--- src/rtl/pds_pkg.sv ---
package pds_pkg;

   typedef enum logic [2:0] {
      ST_SLEEP   = 3'd0,
      ST_UP_SW   = 3'd1,
      ST_UP_RST  = 3'd2,
      ST_ACTIVE  = 3'd3,
      ST_DN_ISO  = 3'd4,
      ST_DN_SAVE = 3'd5,
      ST_DN_SW   = 3'd6,
      ST_FAULT   = 3'd7
   } pds_state_e;

   localparam logic [2:0] STAT_SLEEP      = 3'd0;
   localparam logic [2:0] STAT_WAKING     = 3'd1;
   localparam logic [2:0] STAT_ACTIVE     = 3'd2;
   localparam logic [2:0] STAT_GOING_DOWN = 3'd3;
   localparam logic [2:0] STAT_ERROR      = 3'd4;

   function automatic logic [2:0] status_of(pds_state_e s);
      case (s)
         ST_UP_SW, ST_UP_RST:              return STAT_WAKING;
         ST_ACTIVE:                        return STAT_ACTIVE;
         ST_DN_ISO, ST_DN_SAVE, ST_DN_SW:  return STAT_GOING_DOWN;
         ST_FAULT:                         return STAT_ERROR;
         default:                          return STAT_SLEEP;
      endcase
   endfunction

endpackage

--- src/rtl/pds_step_timer.sv ---
module pds_step_timer #(
   parameter int unsigned W = 8
) (
   input  logic         clk,
   input  logic         rst_n,
   input  logic         load,
   input  logic [W-1:0] load_val,
   output logic         done
);
   logic [W-1:0] cnt_q;

   always_ff @(posedge clk or negedge rst_n) begin
      if (!rst_n)              cnt_q <= '0;
      else if (load)           cnt_q <= load_val;
      else if (cnt_q != '0)    cnt_q <= cnt_q - 1'b1;
   end

   assign done = (cnt_q == '0);
endmodule

--- src/rtl/pds_ack_watchdog.sv ---
module pds_ack_watchdog #(
   parameter int unsigned W = 12
) (
   input  logic         clk,
   input  logic         rst_n,
   input  logic         run,
   input  logic         ack,
   input  logic [W-1:0] limit,
   output logic         expired
);
   logic [W-1:0] cnt_q;

   always_ff @(posedge clk or negedge rst_n) begin
      if (!rst_n)               cnt_q <= '0;
      else if (!run || ack)     cnt_q <= '0;
      else if (cnt_q != limit)  cnt_q <= cnt_q + 1'b1;
   end

   assign expired = run && !ack && (cnt_q == limit);
endmodule

--- src/rtl/pds_iso_clamp.sv ---
module pds_iso_clamp #(
   parameter int unsigned N = 4
) (
   input  logic         iso_en,
   input  logic [N-1:0] level,
   input  logic [N-1:0] din,
   output logic [N-1:0] dout
);
   for (genvar i = 0; i < N; i++) begin : g_bit
      assign dout[i] = iso_en ? level[i] : din[i];
   end
endmodule

--- src/rtl/pdom_sequencer.sv ---
module pdom_sequencer
   import pds_pkg::*;
#(
   parameter int unsigned NOUT     = 4,
   parameter int unsigned SETTLE_W = 8,
   parameter int unsigned TMO_W    = 12
) (
   input  logic                clk,
   input  logic                rst_n,
   input  logic                sleep_req,
   input  logic                wake_req,
   input  logic [SETTLE_W-1:0] settle_cycles,
   input  logic [TMO_W-1:0]    ack_limit,
   input  logic [NOUT-1:0]     clamp_sel,
   input  logic [NOUT-1:0]     dom_out,
   input  logic                sw_ack,
   input  logic                access_req,
   output logic [NOUT-1:0]     iso_out,
   output logic                iso_en,
   output logic                ret_save,
   output logic                ret_restore,
   output logic                ret_hold,
   output logic                sw_en,
   output logic [2:0]          status,
   output logic                ready,
   output logic                err,
   output logic                access_grant,
   output logic                access_deny
);
   if (NOUT < 1) begin : g_bad_nout
      $error("pdom_sequencer: NOUT must be at least 1");
   end
   if (SETTLE_W < 1 || SETTLE_W > 16) begin : g_bad_settle
      $error("pdom_sequencer: SETTLE_W must be 1..16");
   end
   if (TMO_W < 2 || TMO_W > 24) begin : g_bad_tmo
      $error("pdom_sequencer: TMO_W must be 2..24");
   end

   pds_state_e state_q, state_nx;
   logic       step_done;
   logic       ack_expired;
   logic       sleep_pend_q;
   logic       waking;

   assign waking = (state_q == ST_UP_SW) || (state_q == ST_UP_RST);

   pds_step_timer #(.W(SETTLE_W)) u_step (
      .clk      (clk),
      .rst_n    (rst_n),
      .load     (state_nx != state_q),
      .load_val (settle_cycles),
      .done     (step_done)
   );

   pds_ack_watchdog #(.W(TMO_W)) u_wdog (
      .clk     (clk),
      .rst_n   (rst_n),
      .run     (state_q == ST_UP_SW),
      .ack     (sw_ack),
      .limit   (ack_limit),
      .expired (ack_expired)
   );

   always_comb begin
      state_nx = state_q;
      case (state_q)
         ST_SLEEP:   if (wake_req) state_nx = ST_UP_SW;
         ST_UP_SW: begin
            if (sw_ack)           state_nx = ST_UP_RST;
            else if (ack_expired) state_nx = ST_FAULT;
         end
         ST_UP_RST:  if (step_done) state_nx = ST_ACTIVE;
         ST_ACTIVE:  if (sleep_req || sleep_pend_q) state_nx = ST_DN_ISO;
         ST_DN_ISO:  if (step_done) state_nx = ST_DN_SAVE;
         ST_DN_SAVE: if (step_done) state_nx = ST_DN_SW;
         ST_DN_SW:   if (step_done) state_nx = ST_SLEEP;
         ST_FAULT:   if (wake_req) state_nx = ST_UP_SW;
         default:    state_nx = ST_SLEEP;
      endcase
   end

   always_ff @(posedge clk or negedge rst_n) begin
      if (!rst_n) begin
         sleep_pend_q <= 1'b0;
      end else if (state_q == ST_ACTIVE || state_nx == ST_FAULT) begin
         sleep_pend_q <= 1'b0;
      end else if (sleep_req && waking) begin
         sleep_pend_q <= 1'b1;
      end
   end

   always_ff @(posedge clk or negedge rst_n) begin
      if (!rst_n) begin
         state_q      <= ST_SLEEP;
         iso_en       <= 1'b1;
         ret_hold     <= 1'b1;
         sw_en        <= 1'b0;
         ret_save     <= 1'b0;
         ret_restore  <= 1'b0;
         status       <= STAT_SLEEP;
         ready        <= 1'b0;
         err          <= 1'b0;
         access_grant <= 1'b0;
         access_deny  <= 1'b0;
      end else begin
         state_q      <= state_nx;
         iso_en       <= (state_nx != ST_ACTIVE);
         ret_hold     <= !((state_nx == ST_ACTIVE) || (state_nx == ST_DN_ISO));
         sw_en        <= (state_nx == ST_UP_SW)  || (state_nx == ST_UP_RST) ||
                         (state_nx == ST_ACTIVE) || (state_nx == ST_DN_ISO) ||
                         (state_nx == ST_DN_SAVE);
         ret_save     <= (state_nx == ST_DN_SAVE) && (state_q != ST_DN_SAVE);
         ret_restore  <= (state_nx == ST_UP_RST) && (state_q != ST_UP_RST);
         status       <= status_of(state_nx);
         ready        <= (state_nx == ST_ACTIVE);
         err          <= (state_nx == ST_FAULT);
         access_grant <= access_req && (state_q == ST_ACTIVE);
         access_deny  <= access_req && (state_q != ST_ACTIVE);
      end
   end

   pds_iso_clamp #(.N(NOUT)) u_clamp (
      .iso_en (iso_en),
      .level  (clamp_sel),
      .din    (dom_out),
      .dout   (iso_out)
   );
endmodule

--- config.mk ---
export PLATFORM = sky130hd
export DESIGN_NAME = pdom_sequencer
export DESIGN_NICKNAME = d
export VERILOG_FILES = /design/src/rtl/pds_pkg.sv /design/src/rtl/pds_step_timer.sv /design/src/rtl/pds_ack_watchdog.sv /design/src/rtl/pds_iso_clamp.sv /design/src/rtl/pdom_sequencer.sv
export SDC_FILE = /design/constraint.sdc
export NUM_CORES = 1
export LEC_CHECK = 0
export CELL_PAD_IN_SITES_DETAIL_PLACEMENT = 2
export CELL_PAD_IN_SITES_GLOBAL_PLACEMENT = 2
export CORE_MARGIN = 2
export CORE_UTILIZATION = 34
export CTS_BUF_LIST = sky130_fd_sc_hd__clkbuf_8
export DETAILED_ROUTE_END_ITERATION = 8
export GPL_TIMING_DRIVEN = 1
export PLACE_DENSITY_LB_ADDON = 0.1
export SETUP_SLACK_MARGIN = 0.2
export SLEW_MARGIN = 15
export SYNTH_ARGS = -nofsm -noshare
export SYNTH_HDL_FRONTEND = slang
export SYNTH_HIERARCHICAL = 1
export SYNTH_SLANG_ARGS = --single-unit
--- constraint.sdc ---
create_clock -name clk -period 9.51 [get_ports clk]
set_clock_uncertainty 0.05 [all_clocks]
set_input_delay 1.4265 -clock clk [delete_from_list [all_inputs] [get_ports clk]]
set_output_delay 1.4265 -clock clk [all_outputs]
set_load 0.01 [all_outputs]
==> results of run 1 <==
==> synth_stat cells, types with 3 or more instances <==
cell type                   n
sky130_fd_sc_hd__nand3_1   10
sky130_fd_sc_hd__and2_1     3
sky130_fd_sc_hd__o31ai_1    4
sky130_fd_sc_hd__o21ai_0   10
sky130_fd_sc_hd__a31oi_1    5
sky130_fd_sc_hd__and3_1     6
sky130_fd_sc_hd__nand2_1   13
sky130_fd_sc_hd__mux2_2     4
sky130_fd_sc_hd__o31ai_2    5
sky130_fd_sc_hd__dfrtp_1   34
sky130_fd_sc_hd__nor3_1     4
sky130_fd_sc_hd__nor2b_1    3
sky130_fd_sc_hd__o21ai_1    5
sky130_fd_sc_hd__nor2_1    15
sky130_fd_sc_hd__xnor2_1   13
sky130_fd_sc_hd__nand4_1    3
sky130_fd_sc_hd__buf_6      3
sky130_fd_sc_hd__nand2b_1   8
sky130_fd_sc_hd__inv_1      7
sky130_fd_sc_hd__a21oi_1    8
sky130_fd_sc_hd__nor3b_1    3
sky130_fd_sc_hd__buf_4      3
==> kinds of logic after synthesis <==
logic type | Yosys count | share of synthesized area, %
fa+ha+maj | 2 | 1.19
xor+xnor | 14 | 6.17
compound gates | 54 | 19.1
mux | 7 | 3.62
simple gates | 81 | 21.9
buf+inv | 18 | 5.16
flops | 36 | 42.8
==> state kept, by name, summed over array words and instances (netlist names) <==
register,count
state_q,3
sleep_pend_q,1
access_deny,1
access_grant,1
ret_save,1
status,3
ret_hold,1
iso_en,1
err,1
sw_en,1
u_wdog/cnt_q,12
u_step/cnt_q,8
ret_restore,1
ready,1
==> placed cells by master, fill, tap and decap left out, drive strengths merged, types with 2 or more instances in the layout <==
cell            n
dfrtp          34
nand3          10
inv             9
xnor2          14
o41ai           2
nand2          13
a31oi           5
clkbuf          5
or4             2
nor2           15
a21oi           9
nor3            6
nor2b           3
and2            3
ha              2
mux2            5
and3            7
nor4            3
nand2b          8
mux2i           2
o31ai           9
or3b            2
nand4           3
nor3b           3
o21ai          17
o311ai          2
clkdlybuf4s50  48
dfstp           2
==> layer usage <==
layer,wire length (um),global-route usage [%],up-vias
met1,2610,23.4,908
met3,321,4.44,5
met5,0,0,-
met2,2750,31.5,40
met4,46,4.92,0
li1,-,-,858
==> per-stage QoR <==
step | hold WS [ns] | setup slack (ns)
after floorplan | 0.444 | 6.22
after global placement | 0.480 | 5.07
after detailed placement | 0.481 | 4.94
after CTS | 0.500 | 5.24
after global routing | 0.525 | 4.97
final | 0.494 | 5.26
==> critical path: stages <==
cell	delay, ns
sky130_fd_sc_hd__clkdlybuf4s50_1	0.50
sky130_fd_sc_hd__xnor2_2	0.11
sky130_fd_sc_hd__nand4_1	0.18
sky130_fd_sc_hd__nor4_4	0.73
sky130_fd_sc_hd__o22a_1	0.42
sky130_fd_sc_hd__mux2i_1	0.13
sky130_fd_sc_hd__nand2_1	0.36
sky130_fd_sc_hd__inv_1	0.20
sky130_fd_sc_hd__o311ai_0	0.16
sky130_fd_sc_hd__nand3_1	0.13
==> worst min path at each step <==
| stage | to | from | slack [ns] |
|---|---|---|---|
| floorplan | u_wdog/cnt_q[9]$_DFFE_PN0P_ | u_wdog/cnt_q[9]$_DFFE_PN0P_ | 0.44 |
| global placement | sleep_pend_q$_DFFE_PN0P_ | sleep_pend_q$_DFFE_PN0P_ | 0.48 |
| detailed placement | u_wdog/cnt_q[10]$_DFFE_PN0P_ | u_wdog/cnt_q[10]$_DFFE_PN0P_ | 0.48 |
| CTS | u_wdog/cnt_q[10]$_DFFE_PN0P_ | u_wdog/cnt_q[10]$_DFFE_PN0P_ | 0.50 |
| global route | u_wdog/cnt_q[9]$_DFFE_PN0P_ | u_wdog/cnt_q[9]$_DFFE_PN0P_ | 0.53 |
| finish | u_wdog/cnt_q[10]$_DFFE_PN0P_ | u_wdog/cnt_q[10]$_DFFE_PN0P_ | 0.49 |
==> power by group <==
group | leakage, nW | switching [mW] | internal [mW]
Clock | 0.0505 | 0.0544 | 0.0493
Combinational | 0.566 | 0.167 | 0.135
Sequential | 0.458 | 0.0533 | 0.198
Total | 1.07 | 0.274 | 0.383
==> area by class of cell <==
cell class / count / share of cell area, %
multi-input combinational: 158 / 40.8
sequential: 36 / 33.6
timing repair buffer: 49 / 18.1
tap: 75 / 3.49
clock buffer: 5 / 2.56
inverter: 7 / 0.978
clock inverter: 3 / 0.466
==> reports/summary.md, run 1 <==
• number of antenna violations at the first check in global routing: 0
• sequential element share of the synthesized area: 42.8%
• Pwr Total: 0.657 mW
• WL per Instance: 17.2 um
• total power divided by cell area: 244 nW/um2
• R2R cell count: 12
• number of buffers between clock root and the deepest sink: 2
• Total Wirelength: 5730 um
• count of pins on the block boundary: 50
• count of placed standard cells including taps: 325
• core area: 5960 um2
• required time worst endpoint: 9.61 ns
• Synth area leader: sky130_fd_sc_hd__dfrtp_1
• launching point of the worst reg2reg path: u_step/cnt_q[0]$_DFFE_PN0P_
• hold path depth: 1
• CTS Sinks: 36
• number of failing setup endpoints in the final timing report: 0
• fmax: 236 MHz
• Tightest Hold Check Type: register to register
• pin count of the biggest net entering global routing: 37
• share of flip-flops with an asynchronous set or reset after synthesis: 100%
• die span in y: 82.8 um
• initial cell density of the core: 35.4%
• cell area after synthesis: 2110 um2
• Max-Cap Viols: 0
• number of global-route vias before repair: 1944
• status: finished clean
• count of vias placed by the detailed router: 1811
• end point of the critical path: u_step/cnt_q[6]$_DFFE_PN0P_
• top area cells in the synthesized netlist: sky130_fd_sc_hd__dfrtp_1, sky130_fd_sc_hd__xnor2_1, sky130_fd_sc_hd__o31ai_2
• overflow left after global routing: 0
• via count normalized by instance count: 5.44
• slew at the pin closest to its max-slew limit: 0.809 ns
• final routed DRC violation total: 0
• Detail Route Antenna Nets: 0
• max-slew violation count: 0
• R2R Path End: u_step/cnt_q[5]$_DFFE_PN0P_
• Post-Syn Area per Cell: 9.95 um2
• number of hold violations in the final report: 0
• Crit Path Category: input pin to register
• CTS Hold Bufs: 0
• peak supply drop: 0.136 mV
• post-cts repair resize count: 0
• top flip-flop cell by instance count after synthesis: sky130_fd_sc_hd__dfrtp_1
• CTS root buffer: sky130_fd_sc_hd__clkbuf_8
• register area: 903 um2
• area of the die: 6850 um2
• critical path startpoint category: input pin
• post-synth cell types: 56
• number of fillers in the final layout: 663
• number of synthesized flops with an enable pin: 0
• global-route wire length before repair: 9550 um
• number of diodes added for antenna fixing: 0
• post-route minimum period: 4.25 ns
• iteration-0 DRC count of the detailed router: 86
• number of standard cells after synthesis: 212
• CTS tree: done
• worst-case headroom to the max-slew limit: 46.1%
• Cell Area, Placed: 2610 um2
• sum of negative setup slack: 0 ns
• YS warnings: 6
• Mapped Nets: 248
• layout cells sized above 1: 10.9%
• crit-path max FO: 16
• global router's overall resource usage: 18.5%
• placed wire-length estimate after detailed placement: 4260 um
• total number of placement rows: 28
• setup bufs post-CTS: 0
• quantity of I/O buffers inserted on ports: 49
• weighted congestion reported at the end of routability-driven placement: 0.718
• TritonCTS buffer count: 5
• Critical Path End Type: register
• final worst path period share: 44.6%
• Non-Filler Cell Area, Final: 2690 um2
• core occupancy in the finished layout: 45.1%
• launch point of the critical path: ack_limit[6]
• share of the synthesized area in the top cell type: 40.3%
• DRT Pass-1 Iters: 5
• Post-layout nets: 293
• Area growth, synth to finish: 27.4%
• clock slew seen by the registers of the worst setup and hold paths: 0.07 ns
• flop and latch count out of synthesis: 36
• setup slack, reg-to-reg: 5.78 ns
• setup repair after global routing missed its margin: no
• multi-input gate area in the final layout: 1100 um2
• Worst-Skew Late Latency: 0.29 ns
• H-tree depth reported by CTS: 2
• Final Non-Filler Cells: 333
• horizontal die dimension: 82.8 um
• Leakage Power: 1.07 nW
• critical path arrival: 4.35 ns
No activity file was read; power rests on OpenSTA's default activity.
==> run 2: changes to the inputs <==
- CORE_UTILIZATION: 34 -> 28
- clock period: 9.51 -> 3.8 ns (I/O delays scaled with it)
==> reports/summary.md, run 2 (same netlist as run 1, synthesis figures left out) <==
• crit-path max FO: 13, was 16
• critical path startpoint category: register, was input pin
• peak supply drop: 0.186 mV, was 0.136 mV
• fmax: 313 MHz
• Detail Route Antenna Nets: 0, unchanged
• multi-input gate area in the final layout: 1100 um2, about the same
• weighted congestion reported at the end of routability-driven placement: 0.763, was 0.718
• global router's overall resource usage: 15.6%, was 18.5%
• register with the highest flop count: u_wdog/cnt_q, unchanged
• internal cell power: 1.17 mW, was 0.383 mW
• count of vias placed by the detailed router: 1806, was 1811
• layout cells sized above 1: 13.1%, was 10.9%
• H-tree depth reported by CTS: 2, unchanged
• Tightest Hold Check Type: input pin to asynchronous set/reset pin, was register to register
• critical path arrival: 3.34 ns, was 4.35 ns
• Area growth, synth to finish: 33.3%, was 27.4%
• register area: 903 um2, unchanged
• total number of placement rows: 31, was 28
• die span in y: 90.8 um, was 82.8 um
• Leakage Power: 1.11 nW, was 1.07 nW
• WL per Instance: 16.7 um, was 17.2 um
• required time worst endpoint: 3.94 ns, was 9.61 ns
• core area: 7290 um2, was 5960 um2
• post-cts repair resize count: 0, unchanged
• placed wire-length estimate after detailed placement: 4350 um, was 4260 um
• fraction of power spent switching nets: 37.5%, was 41.8%
• area of the die: 8240 um2, was 6850 um2
• CTS Sinks: 36, unchanged
• TritonCTS buffer count: 5, unchanged
• most used cells in the layout excluding fill and tap cells: sky130_fd_sc_hd__clkdlybuf4s50_1, sky130_fd_sc_hd__dfrtp_1, sky130_fd_sc_hd__nor2_1, sky130_fd_sc_hd__xnor2_1, sky130_fd_sc_hd__nand2_1, unchanged
• worst hold slack across all endpoints: 0.329 ns, was 0.494 ns
• Final Non-Filler Cells: 359, was 333
• crit path cell chain: inv_1 -> ha_1 -> or3b_1 -> nor2_1 -> buf_4 -> mux2i_1 -> a32o_1 -> o22a_1 -> mux2i_1 -> nand2_2 -> inv_2 -> nor2_1 -> a221oi_1, was clkdlybuf4s50_1 -> xnor2_2 -> nand4_1 -> nor4_4 -> o22a_1 -> mux2i_1 -> nand2_1 -> inv_1 -> o311ai_0 -> nand3_1
• core occupancy in the finished layout: 38.6%, was 45.1%
• number of global-route vias before repair: 2025, was 1944
• total power divided by cell area: 663 nW/um2, was 244 nW/um2
• number of hold violations in the final report: 0, unchanged
• DRT Pass-1 Iters: 4, was 5
• Max-Cap Viols: 0, unchanged
• global-route wire length before repair: 10400 um, was 9550 um
• Critical Path End Type: register, unchanged
• via count normalized by instance count: 5.03, was 5.44
• clock slew seen by the registers of the worst setup and hold paths: 0.08 ns, was 0.07 ns
• Pwr Total: 1.86 mW, was 0.657 mW
• worst-case headroom to the max-slew limit: 43.6%, was 46.1%
• pin count of the biggest net entering global routing: 37, unchanged
• largest incremental delay on the critical path: 0.48 ns, was 0.73 ns
• most common library cell in the layout ignoring fill and taps: sky130_fd_sc_hd__clkdlybuf4s50_1, unchanged
• CTS root buffer: sky130_fd_sc_hd__clkbuf_8, unchanged
• count of pins on the block boundary: 50, unchanged
• Total Wirelength: 5980 um, was 5730 um
• Crit Path Category: register to register, was input pin to register
• max reg flops: 12, unchanged
• status: finished clean, unchanged
• sequential share of power: 33.6%, was 38.2%
• sum of negative setup slack: 0 ns, unchanged
• quantity of I/O buffers inserted on ports: 49, unchanged
• setup repair after global routing missed its margin: no, unchanged
• slew at the pin closest to its max-slew limit: 0.846 ns, was 0.809 ns
• proportion of power drawn by combinational gates: 40.7%, was 46.0%
• initial cell density of the core: 28.9%, was 35.4%
• number of failing setup endpoints in the final timing report: 0, unchanged
• CTS tree: done, unchanged
• iteration-0 DRC count of the detailed router: 38, was 86
• overflow left after global routing: 0, unchanged
• number of diodes added for antenna fixing: 0, unchanged
• post-route minimum period: 3.20 ns
• R2R cell count: 13, was 12
• number of fillers in the final layout: 828, was 663
• number of buffers between clock root and the deepest sink: 2, unchanged
• max-slew violation count: 0, unchanged
• CTS Hold Bufs: 0, unchanged
• cell at the slowest stage of the critical path: sky130_fd_sc_hd__or3b_1, was sky130_fd_sc_hd__nor4_4
• count of placed standard cells including taps: 351, was 325
• final worst path period share: 84.1%
• Post-layout nets: 295, was 293
• Worst-Skew Late Latency: 0.29 ns, about the same
• setup bufs post-CTS: 0, unchanged
• share of total power in the clock network: 25.7%, was 15.8%
• biggest registers after layout: u_wdog/cnt_q: 12 flops, u_step/cnt_q: 8 flops, unchanged
• number of antenna violations at the first check in global routing: 0, unchanged
• final routed DRC violation total: 0, unchanged
• horizontal die dimension: 90.8 um, was 82.8 um
• NetSw: 0.699 mW, was 0.274 mW
## run 2: area by class of cell
type / instances / share of cell area, %
sequential: 36 / 32.1
inverter: 7 / 0.934
clock buffer: 5 / 2.45
multi-input combinational: 158 / 39.1
clock inverter: 3 / 3.20
timing repair buffer: 51 / 17.8
tap: 99 / 4.40
## run 2: worst paths after layout
check	startpoint	to	slack, ns
min reg2reg	u_wdog/cnt_q[9]$_DFFE_PN0P_	u_wdog/cnt_q[9]$_DFFE_PN0P_	0.49
min in group clk	u_wdog/cnt_q[9]$_DFFE_PN0P_	u_wdog/cnt_q[9]$_DFFE_PN0P_	0.49
max	u_step/cnt_q[0]$_DFFE_PN0P_	u_step/cnt_q[5]$_DFFE_PN0P_	0.60
max reg2reg	u_step/cnt_q[0]$_DFFE_PN0P_	u_step/cnt_q[5]$_DFFE_PN0P_	0.60
max in group asynchronous	rst_n	status[0]$_DFF_PN0_	2.84
min	rst_n	u_step/cnt_q[3]$_DFFE_PN0P_	0.33
## run 2: power groups by stage
| stage | clock network (mW) | registers, mW | logic, mW |
|---|---|---|---|
| 2_1_floorplan | 0 | 0.592 | 0.566 |
| 3_3_place_gp | 0 | 0.632 | 0.754 |
| 3_5_place_dp | 0 | 0.633 | 0.760 |
| 4_1_cts | 0.496 | 0.625 | 0.768 |
| 5_1_grt | 0.506 | 0.647 | 0.852 |
| 6_report | 0.480 | 0.626 | 0.758 |
## run 2: metal layers
layer  share of wire (%)  vias to the layer above  global-route usage (%)  routed length, um
met5                   0                        -                       0                  0
met4                0.85                        0                    4.55                 51
met3                 2.9                        5                    3.17                172
met2                  49                       26                    25.7               2910
met1                  48                      912                    20.6               2850
li1                    -                      863                       -                  -
## run 2: critical path: cells and delay by family (launching register included)
family          cells  cell delay, ns
fa+ha+maj           1            0.22
flops               1            0.42
mux                 2            0.29
simple gates        4            0.88
buf+inv             3            0.41
compound gates      3            0.82
## run 2: stage by stage
| step | setup WS, ns | instance area [um2] |
|---|---|---|
| 6_report | 0.603 | 2810 |
| 5_1_grt | 0.262 | 2810 |
| 4_1_cts | 0.375 | 2810 |
| 3_5_place_dp | 0.385 | 2650 |
| 3_3_place_gp | 0.510 | 2650 |
| 2_1_floorplan | 0.729 | 2110 |
==> run 3: changes to the inputs <==
- clock period: 3.8 -> 2.9 ns (I/O delays scaled with it)
==> reports/summary.md, run 3 (same netlist as run 1, synthesis figures left out) <==
• number of hold violations in the final report: 0, unchanged
• cell class contributing the biggest share of worst-path delay: compound AO/OA/AOI/OAI gates, was simple AND/OR/NAND/NOR gates
• Crit Path Category: register to register, unchanged
• proportion of power drawn by combinational gates: 57.6%, was 40.7%
• clock slew seen by the registers of the worst setup and hold paths: 0.07 ns, was 0.08 ns
• iteration-0 DRC count of the detailed router: 24, was 38
• overflow left after global routing: 0, unchanged
• critical path buffer and inverter count: 2, was 3
• count of vias placed by the detailed router: 1909, was 1806
• global-route wire length before repair: 10600 um, was 10400 um
• fraction of power spent switching nets: 40.4%, was 37.5%
• number of failing setup endpoints in the final timing report: 0, unchanged
• layout cells sized above 1: 23.9%, was 13.1%
• placed wire-length estimate after detailed placement: 4510 um, was 4350 um
• R2R cell count: 11, was 13
• Area growth, synth to finish: 41.5%, was 33.3%
• CTS tree: done, unchanged
• total number of placement rows: 31, unchanged
• CTS root buffer: sky130_fd_sc_hd__clkbuf_8, unchanged
• depth of the critical timing path with buffers and inverters included: 11, was 13
• R2R Path End: u_step/cnt_q[1]$_DFFE_PN0P_, was u_step/cnt_q[5]$_DFFE_PN0P_
• required time worst endpoint: 3.04 ns, was 3.94 ns
• via count normalized by instance count: 4.98, was 5.03
• peak supply drop: 0.363 mV, was 0.186 mV
• TritonCTS buffer count: 5, unchanged
• most used cells in the layout excluding fill and tap cells: sky130_fd_sc_hd__clkdlybuf4s50_1, sky130_fd_sc_hd__dfrtp_1, sky130_fd_sc_hd__buf_4, sky130_fd_sc_hd__nor2_1, sky130_fd_sc_hd__xnor2_1, was sky130_fd_sc_hd__clkdlybuf4s50_1, sky130_fd_sc_hd__dfrtp_1, sky130_fd_sc_hd__nor2_1, sky130_fd_sc_hd__xnor2_1, sky130_fd_sc_hd__nand2_1
• internal cell power: 1.59 mW, was 1.17 mW
• sum of negative setup slack: 0 ns, unchanged
• initial cell density of the core: 28.9%, unchanged
• slew at the pin closest to its max-slew limit: 0.860 ns, was 0.846 ns
• cell at the slowest stage of the critical path: sky130_fd_sc_hd__dfrtp_1, was sky130_fd_sc_hd__or3b_1
• H-tree depth reported by CTS: 2, unchanged
• post-route minimum period: 2.64 ns, was 3.20 ns
• DRT Pass-1 Iters: 4, unchanged
• CTS Hold Bufs: 0, unchanged
• status: finished clean, unchanged
• count of pins on the block boundary: 50, unchanged
• number of buffers between clock root and the deepest sink: 2, unchanged
• setup repair after global routing missed its margin: yes, was no
• Final Non-Filler Cells: 383, was 359
• max reg flops: 12, unchanged
• core occupancy in the finished layout: 40.9%, was 38.6%
• Critical Path End Type: register, unchanged
• core area: 7290 um2, unchanged
• most common library cell in the layout ignoring fill and taps: sky130_fd_sc_hd__clkdlybuf4s50_1, unchanged
• fmax: 379 MHz, was 313 MHz
• final worst path period share: 91.0%, was 84.1%
• Detail Route Antenna Nets: 0, unchanged
• horizontal die dimension: 90.8 um, unchanged
• count of placed standard cells including taps: 364, was 351
• NetSw: 1.07 mW, was 0.699 mW
• CTS Sinks: 36, unchanged
• Post-layout nets: 319, was 295
• area of the die: 8240 um2, unchanged
• final routed DRC violation total: 0, unchanged
• register with the highest flop count: u_wdog/cnt_q, unchanged
• number of antenna violations at the first check in global routing: 0, unchanged
• critical path arrival: 2.78 ns, was 3.34 ns
• pin count of the biggest net entering global routing: 37, unchanged
• Worst-Skew Late Latency: 0.29 ns, about the same
• number of diodes added for antenna fixing: 0, unchanged
• max-slew violation count: 0, unchanged
• worst-case headroom to the max-slew limit: 42.6%, was 43.6%
• die span in y: 90.8 um, unchanged
• number of global-route vias before repair: 2077, was 2025
• biggest registers after layout: u_wdog/cnt_q: 12 flops, u_step/cnt_q: 8 flops, unchanged
• setup slack, reg-to-reg: 0.26 ns, was 0.60 ns
• quantity of I/O buffers inserted on ports: 49, unchanged
• WL per Instance: 16.7 um, about the same
• global router's overall resource usage: 16.0%, was 15.6%
• share of total power in the clock network: 14.0%, was 25.7%
• crit path cell chain: inv_2 -> ha_4 -> or3b_4 -> nor2_4 -> mux2i_2 -> a32o_2 -> o22a_1 -> mux2i_1 -> nand2_2 -> buf_6 -> o31ai_1, was inv_1 -> ha_1 -> or3b_1 -> nor2_1 -> buf_4 -> mux2i_1 -> a32o_1 -> o22a_1 -> mux2i_1 -> nand2_2 -> inv_2 -> nor2_1 -> a221oi_1
• Leakage Power: 1.21 nW, was 1.11 nW
• Tightest Hold Check Type: input pin to asynchronous set/reset pin, unchanged
• crit-path max FO: 5, was 13
• launching point of the worst reg2reg path: u_step/cnt_q[0]$_DFFE_PN0P_, unchanged
• Total Wirelength: 6390 um, was 5980 um
• weighted congestion reported at the end of routability-driven placement: 0.708, was 0.763
• total power divided by cell area: 891 nW/um2, was 663 nW/um2
• critical path startpoint category: register, unchanged
• Max-Cap Viols: 0, unchanged
• sequential share of power: 28.4%, was 33.6%
• largest incremental delay on the critical path: 0.41 ns, was 0.48 ns
-- run 3: cell count changes in the layout (fill, tap and decap cells not counted), sizes merged --
cell / before / now
buf: 3 / 27
bufinv: 3 / 0
clkbuf: 5 / 6
inv: 7 / 9
-- run 3: repair_timing --
item                                   in CTS  in global routing
endpoints found under the hold margin       0                  0
cloned                                      0                  1
resized for setup                           5                 11
setup buffers                               5                  5
setup endpoints to repair                   8                  8
pin swaps                                   1                  6
-- run 3: area by class of cell --
cell class / count / area, um2
timing repair buffer: 75 / 682
inverter: 7 / 28.8
clock inverter: 2 / 7.51
sequential: 36 / 903
clock buffer: 6 / 82.6
tap: 99 / 124
multi-input combinational: 158 / 1160
fill: 820 / 4310
-- run 3: power groups by stage --
stage	clock network, mW	logic [mW]	registers [mW]
after floorplan	0	0.759	0.776
after global placement	0	1.21	0.765
after detailed placement	0	1.23	0.769
after CTS	0.388	1.36	0.752
after global routing	0.409	1.67	0.779
final	0.371	1.53	0.756
-- run 3: worst reg2reg max path, stage by stage (launching register included) --
cell                      delay (ns)
sky130_fd_sc_hd__dfrtp_1        0.41
sky130_fd_sc_hd__inv_2          0.09
sky130_fd_sc_hd__ha_4           0.15
sky130_fd_sc_hd__or3b_4         0.39
sky130_fd_sc_hd__nor2_4         0.15
sky130_fd_sc_hd__mux2i_2        0.10
sky130_fd_sc_hd__a32o_2         0.28
sky130_fd_sc_hd__o22a_1         0.21
sky130_fd_sc_hd__mux2i_1        0.17
sky130_fd_sc_hd__nand2_2        0.14
sky130_fd_sc_hd__buf_6          0.16
sky130_fd_sc_hd__o31ai_1        0.24
-- run 3: metal layers --
| layer | track usage, % | vias to the layer above | part of all wire [%] |
|---|---|---|---|
| met2 | 26.1 | 35 | 47 |
| met3 | 4.01 | 2 | 3.9 |
| met5 | 0 | - | 0 |
| met1 | 21.6 | 959 | 48 |
| met4 | 3.41 | 0 | 0.53 |
| li1 | - | 913 | - |
-- run 3: worst max path at each step --
stage / end / slack, ns / from
6_report: u_step/cnt_q[1]$_DFFE_PN0P_ / 0.26 / u_step/cnt_q[0]$_DFFE_PN0P_
5_1_grt: u_step/cnt_q[6]$_DFFE_PN0P_ / 0.13 / u_step/cnt_q[0]$_DFFE_PN0P_
4_1_cts: u_step/cnt_q[6]$_DFFE_PN0P_ / 0.21 / u_step/cnt_q[6]$_DFFE_PN0P_
3_5_place_dp: u_step/cnt_q[5]$_DFFE_PN0P_ / 0.07 / u_step/cnt_q[0]$_DFFE_PN0P_
3_3_place_gp: u_step/cnt_q[5]$_DFFE_PN0P_ / 0.16 / u_step/cnt_q[0]$_DFFE_PN0P_
2_1_floorplan: u_step/cnt_q[1]$_DFFE_PN0P_ / 0.18 / u_step/cnt_q[0]$_DFFE_PN0P_
-- run 3: through the flow --
stage          power, mW  hold WS [ns]  worst slack [ns]  cell area [um2]
3_5_place_dp        2.00         0.486            0.0655             2760
5_1_grt             2.85         0.268             0.134             2990
3_3_place_gp        1.98         0.480             0.163             2760
6_report            2.66         0.194             0.262             2990
2_1_floorplan       1.53        0.0894             0.180             2120
4_1_cts             2.49         0.246             0.205             2910
